--- src/rtl/rxf_pkg.sv ---
package rxf_pkg;
  localparam int RXF_BYTE_W = 8;

  typedef enum logic [1:0] {
    RXF_IDLE = 2'd0,
    RXF_ADDR = 2'd1,
    RXF_PASS = 2'd2,
    RXF_DROP = 2'd3
  } rxf_state_e;

  // Accept decision for an address byte: unfiltered, exact hit, or broadcast.
  function automatic logic rxf_accept(
    input logic                  filt_on,
    input logic [RXF_BYTE_W-1:0] addr,
    input logic [RXF_BYTE_W-1:0] match
  );
    logic is_bcast;
    is_bcast = &addr;
    return (!filt_on) || (addr == match) || is_bcast;
  endfunction
endpackage

--- src/rtl/rxf_match_reg.sv ---
module rxf_match_reg #(
  parameter int DATA_W = 8,
  parameter int REG_W  = 32
) (
  input  logic              clk,
  input  logic              rst_n,
  input  logic              we,
  input  logic [DATA_W-1:0] wdata,
  output logic [DATA_W-1:0] value,
  output logic [REG_W-1:0]  rdata
);
  localparam int PAD_W = REG_W - DATA_W;

  logic [DATA_W-1:0] val_q;

  always_ff @(posedge clk) begin
    if (!rst_n)  val_q <= '0;
    else if (we) val_q <= wdata;
  end

  assign value = val_q;
  assign rdata = {{PAD_W{1'b0}}, val_q};
endmodule

--- src/rtl/rxf_decider.sv ---
module rxf_decider
  import rxf_pkg::*;
#(
  parameter int DATA_W = RXF_BYTE_W
) (
  input  logic              clk,
  input  logic              rst_n,
  input  logic              rx_en,
  input  logic              match_en,
  input  logic [DATA_W-1:0] match_val,
  input  logic              sof,
  input  logic              valid,
  input  logic              eof,
  input  logic [DATA_W-1:0] data,
  output logic              emit,
  output logic              emit_last,
  output logic [DATA_W-1:0] emit_data,
  output logic              rep_done,
  output logic              rep_drop,
  output logic              addr_strobe,
  output logic              addr_hit,
  output rxf_state_e        state
);
  rxf_state_e st_q, st_n;
  logic       take;

  assign take        = rx_en && !sof && valid;
  assign addr_strobe = take && (st_q == RXF_ADDR);
  assign addr_hit    = rxf_accept(match_en, data, match_val);
  assign emit_data   = data;
  assign state       = st_q;

  always_comb begin
    st_n      = st_q;
    emit      = 1'b0;
    emit_last = 1'b0;
    rep_done  = 1'b0;
    rep_drop  = 1'b0;
    if (!rx_en) begin
      st_n = RXF_IDLE;
    end else if (sof) begin
      st_n = RXF_ADDR;
    end else if (take) begin
      unique case (st_q)
        RXF_ADDR: begin
          emit      = addr_hit;
          emit_last = addr_hit && eof;
          if (eof) begin
            rep_done = 1'b1;
            rep_drop = !addr_hit;
            st_n     = RXF_IDLE;
          end else begin
            st_n = addr_hit ? RXF_PASS : RXF_DROP;
          end
        end
        RXF_PASS: begin
          emit      = 1'b1;
          emit_last = eof;
          if (eof) begin
            rep_done = 1'b1;
            st_n     = RXF_IDLE;
          end
        end
        RXF_DROP: begin
          if (eof) begin
            rep_done = 1'b1;
            rep_drop = 1'b1;
            st_n     = RXF_IDLE;
          end
        end
        default: st_n = RXF_IDLE;
      endcase
    end
  end

  always_ff @(posedge clk) begin
    if (!rst_n) st_q <= RXF_IDLE;
    else        st_q <= st_n;
  end
endmodule

--- src/rtl/rxf_out_stage.sv ---
module rxf_out_stage #(
  parameter int DATA_W = 8
) (
  input  logic              clk,
  input  logic              rst_n,
  input  logic              emit,
  input  logic              emit_last,
  input  logic [DATA_W-1:0] emit_data,
  input  logic              rep_done,
  input  logic              rep_drop,
  output logic              wr_en,
  output logic              wr_last,
  output logic [DATA_W-1:0] wr_data,
  output logic              frame_done,
  output logic              frame_dropped
);
  always_ff @(posedge clk) begin
    if (!rst_n) begin
      wr_en         <= 1'b0;
      wr_last       <= 1'b0;
      wr_data       <= '0;
      frame_done    <= 1'b0;
      frame_dropped <= 1'b0;
    end else begin
      wr_en         <= emit;
      wr_last       <= emit && emit_last;
      wr_data       <= emit ? emit_data : wr_data;
      frame_done    <= rep_done;
      frame_dropped <= rep_done && rep_drop;
    end
  end
endmodule

--- src/rtl/rx_addr_filter.sv ---
module rx_addr_filter
  import rxf_pkg::*;
#(
  parameter int DATA_W = RXF_BYTE_W,
  parameter int REG_W  = 32
) (
  input  logic              clk,
  input  logic              rst_n,
  input  logic              rx_en,
  input  logic              match_en,
  input  logic              cfg_we,
  input  logic [DATA_W-1:0] cfg_wdata,
  output logic [REG_W-1:0]  cfg_rdata,
  input  logic              in_sof,
  input  logic              in_valid,
  input  logic              in_eof,
  input  logic [DATA_W-1:0] in_data,
  output logic              wr_en,
  output logic [DATA_W-1:0] wr_data,
  output logic              wr_last,
  output logic              frame_done,
  output logic              frame_dropped
);
  logic [DATA_W-1:0] match_val;
  logic              emit, emit_last, rep_done, rep_drop;
  logic [DATA_W-1:0] emit_data;
  logic              addr_strobe, addr_hit;
  rxf_state_e        dec_state;
  logic              st_is_drop;

  rxf_match_reg #(.DATA_W(DATA_W), .REG_W(REG_W)) u_reg (
    .clk   (clk),
    .rst_n (rst_n),
    .we    (cfg_we),
    .wdata (cfg_wdata),
    .value (match_val),
    .rdata (cfg_rdata)
  );

  rxf_decider #(.DATA_W(DATA_W)) u_dec (
    .clk         (clk),
    .rst_n       (rst_n),
    .rx_en       (rx_en),
    .match_en    (match_en),
    .match_val   (match_val),
    .sof         (in_sof),
    .valid       (in_valid),
    .eof         (in_eof),
    .data        (in_data),
    .emit        (emit),
    .emit_last   (emit_last),
    .emit_data   (emit_data),
    .rep_done    (rep_done),
    .rep_drop    (rep_drop),
    .addr_strobe (addr_strobe),
    .addr_hit    (addr_hit),
    .state       (dec_state)
  );

  assign st_is_drop = (dec_state == RXF_DROP);

  rxf_out_stage #(.DATA_W(DATA_W)) u_out (
    .clk           (clk),
    .rst_n         (rst_n),
    .emit          (emit),
    .emit_last     (emit_last),
    .emit_data     (emit_data),
    .rep_done      (rep_done),
    .rep_drop      (rep_drop),
    .wr_en         (wr_en),
    .wr_last       (wr_last),
    .wr_data       (wr_data),
    .frame_done    (frame_done),
    .frame_dropped (frame_dropped)
  );
endmodule

--- config.mk ---
export PLATFORM = sky130hd
export DESIGN_NAME = rx_addr_filter
export DESIGN_NICKNAME = d
export VERILOG_FILES = /design/src/rtl/rxf_pkg.sv /design/src/rtl/rxf_match_reg.sv /design/src/rtl/rxf_decider.sv /design/src/rtl/rxf_out_stage.sv /design/src/rtl/rx_addr_filter.sv
export SDC_FILE = /design/constraint.sdc
export NUM_CORES = 1
export LEC_CHECK = 0
export CORE_MARGIN = 5
export CORE_UTILIZATION = 38
export CTS_BUF_LIST = sky130_fd_sc_hd__clkbuf_4 sky130_fd_sc_hd__clkbuf_8 sky130_fd_sc_hd__clkbuf_16
export CTS_CLUSTER_DIAMETER = 30
export DETAILED_ROUTE_END_ITERATION = 8
export GPL_TIMING_DRIVEN = 1
export HOLD_SLACK_MARGIN = 0.15
export PLACE_DENSITY_LB_ADDON = 0.25
export SYNTH_ARGS = -nofsm -noshare
export SYNTH_HDL_FRONTEND = slang
export SYNTH_SLANG_ARGS = --single-unit
--- constraint.sdc ---
create_clock -name clk -period 1.78 [get_ports clk]
set_input_delay 0.356 -clock clk [delete_from_list [all_inputs] [get_ports clk]]
set_output_delay 0.356 -clock clk [all_outputs]
set_load 0.01 [all_outputs]
==> metrics <==
sequential area share after synthesis=0.365; worst skew pair latency=0.32 ns; syn avg cell area=9.21 sq um; main combinational cell family by area after synthesis=buffers and inverters; PD cells=636 nW/um^2; top cell family by delay on the critical path=buffers and inverters; Slew Limit Fails=0; post-route worst setup slack=0.118 ns; Worst Setup Start Kind=input port; ANT cells=0; worst-path fanout max=6; YS warnings=0; Detail Route Antenna Nets=0; # rows=20; Overall Power=1100 uW; clock root buffer=clkbuf_4; Placed Cells=226; Layout Cells excl Fill=230; r2r endpoint=u_out.wr_data[3]$_SDFFE_PN0P_; Yosys cell types=23; pin count of the biggest net entering global routing=27; GRT Overall Usage=0.121; final cycle utilization of the critical path=0.934; Fmax=602 MHz; CP bufs+invs=2; reg2reg start=u_reg.value[0]$_SDFFE_PN0P_; CP peak stage delay=0.45 ns; core area=3050 sq um; vias after detailed routing=964; Die Width=~66 um; final net count=approximately 220; post-route clock skew=between 0.015 and 0.02 ns; Detailed Routing Iterations Pass 1=4; DR top layer=met4; Placed Area=1670 sq um; max_cap viols=0; R2R setup slack=0.23 ns; initial DRC count=42; Levels on crit path=7; Tmin final=1.66 ns; # setup viols final=0; Die Footprint=4400 sq um; Longest Clk Path Bufs=2; Post-Synth Simple-Gate Area=0.161; Post-Synth Adder-Cell Area=0.0415; CP Capture Type=register; Detailed Route WL=2.58 mm; crit path cell chain=clkdlybuf4s50_1, xor2_1, nor4_1, a21oi_1, a21oi_2, buf_4, mux2i_1; reg2reg path depth=6; vias in the first global route=approximately 1000; first-pass GRT wire length=4.17 mm; antenna violations before repair=0; H-tree levels=1; Residual DRC=0; WP data arrival=1.90 ns; GP Congestion=~0.7; Synth-to-Final Area Change=43.3%; dpl hpwl=2.14 mm; VDD IR max=0.424 mV; clock-pin slew on the worst setup and hold paths=0.12 ns; XOR/XNOR Fraction of Synth Area=0.0581; hold wc startpoint=u_out.wr_data[6]$_SDFFE_PN0P_; Vias/cell=4.19; detailed-routed wire length on met3=263 um; Syn Inst Count=131; fraction of layout cells with a size suffix above 1=0.113; Metal-1 WL=1.10 mm; Syn Std Cell Area=1210 sq um; min-delay worst type=register to register; CTS buffer count=3; post-synthesis mux area share=0.141; Final Instance Area=1730 sq um; CP Class=input port to register; Slowest-stage cell, CP=clkdlybuf4s50_1; RSZ-0062 raised after global routing=true; final core occ=0.566; dpl ws=-0.261 ns; grt ovf=0; CP Data Required Time=2.02 ns; flops & latches, synth=22; Critical path origin=in_data[7]; status=completed; compound-gate portion of the synthesized area=0.0436; initial core utilization=0.395; routed length per instance=11.2 um; overall die height=66.3 um; Port Buf Inserts=43; Static Leakage=0.000734 uW; # IOs=68; crit path to=u_out.wr_data[3]$_SDFFE_PN0P_; met2 routed WL=1.18 mm; Final Hold Vio Count=0; CTS tree=done; CTS Sinks=22
-- worst register-to-register path, cell delays in order, from the launching register on --
cell and delay (ns):
dfxtp_1 0.36, xor2_1 0.16, nor4_1 0.29, a21oi_1 0.14, a21oi_2 0.17, buf_4 0.17, mux2i_1 0.18
-- logic make-up after synthesis --
group,Yosys count
simple gates,39
compound gates,8
mux,17
flops,22
xor+xnor,8
other cells,1
buf+inv,32
fa+ha+maj,4
-- what timing repair did --
| item | in CTS | in global routing |
|---|---|---|
| hold buffers | 0 | 0 |
| endpoints found under the hold margin | 0 | 0 |
| resized for setup | 0 | 1 |
| setup buffers | 0 | 0 |
| setup endpoints to repair | 0 | 5 |
-- cell usage in the layout, fill, tap and decap left out, types with 3 or more instances in the layout --
cell             instances
inv_1                    3
conb_1                  24
xor2_1                   8
mux2i_1                 17
ha_1                     4
clkdlybuf4s50_1         43
nor2b_1                 11
dfxtp_1                 22
buf_4                   14
nand2_1                 18
a21oi_1                  3
clkbuf_4                 3
-- worst min-delay path by stage --
stage | end | depth (start not counted) | slack, ns
2_1_floorplan | u_dec.state[1]$_SDFFE_PP0P_ | 1 | 0.44
3_3_place_gp | u_out.wr_data[1]$_SDFFE_PN0P_ | 2 | 0.45
3_5_place_dp | u_out.wr_data[7]$_SDFFE_PN0P_ | 2 | 0.46
4_1_cts | u_out.wr_data[0]$_SDFFE_PN0P_ | 2 | 0.48
5_1_grt | u_out.wr_data[6]$_SDFFE_PN0P_ | 2 | 0.50
6_report | u_out.wr_data[6]$_SDFFE_PN0P_ | 2 | 0.47
-- through the flow --
stage	hold WS, ns	setup TNS, ns
global route	0.495	-0.00873
CTS	0.477	0
floorplan	0.435	0
global placement	0.452	-2.70
finish	0.471	0
detailed placement	0.456	-2.55
-- state kept, by name, summed over array words and instances, names as in the netlist --
signal / flops
u_out.wr_data: 8
u_reg.value: 8
u_dec.state: 2
u_out.frame_done: 1
u_out.frame_dropped: 1
u_out.wr_en: 1
u_out.wr_last: 1
-- power breakdown --
group / switching [uW] / internal (uW) / total [uW] / leakage [uW]
clock: 157 / 228 / 385 / 0.0000279
combinational: 89.1 / 109 / 198 / 0.000527
sequential: 11.7 / 505 / 516 / 0.000179
total: 258 / 841 / 1100 / 0.000734
-- cell usage after synthesis --
| library cell | instances | area share |
|---|---|---|
| nor2_1 | 2 | 0.0062 |
| mux2i_1 | 17 | 0.14 |
| and3_1 | 1 | 0.0052 |
| a21oi_2 | 1 | 0.0073 |
| a21oi_1 | 3 | 0.012 |
| o2111ai_1 | 1 | 0.0073 |
| clkbuf_1 | 3 | 0.0093 |
| nor3_1 | 1 | 0.0041 |
| buf_4 | 24 | 0.15 |
| o21ai_0 | 1 | 0.0041 |
| nand4_1 | 2 | 0.010 |
| conb_1 | 1 | 0.0031 |
| buf_6 | 2 | 0.019 |
| ha_1 | 4 | 0.041 |
| inv_1 | 3 | 0.0093 |
| nor2b_1 | 11 | 0.057 |
| dfxtp_1 | 22 | 0.37 |
| o211ai_1 | 1 | 0.0062 |
| a211oi_1 | 1 | 0.0062 |
| nand2_1 | 18 | 0.056 |
| nor4_1 | 3 | 0.016 |
| and2_2 | 1 | 0.0062 |
| xor2_1 | 8 | 0.058 |
-- cell type report --
class                      count  area [sq um]
timing repair buffer          57           536
multi-input combinational    100           633
sequential                    22           440
clock buffer                   3          22.5
tap                           44          55.1
inverter                       3          11.3
clock inverter                 1          30.0
fill                         290          1330
-- metal layers --
layer | vias up | global-route usage
li1 | 490 | -
met1 | 425 | 0.139
met2 | 44 | 0.196
met3 | 5 | 0.0476
met4 | 0 | 0.0558
met5 | - | 0
(Power assumes the default switching activity.)
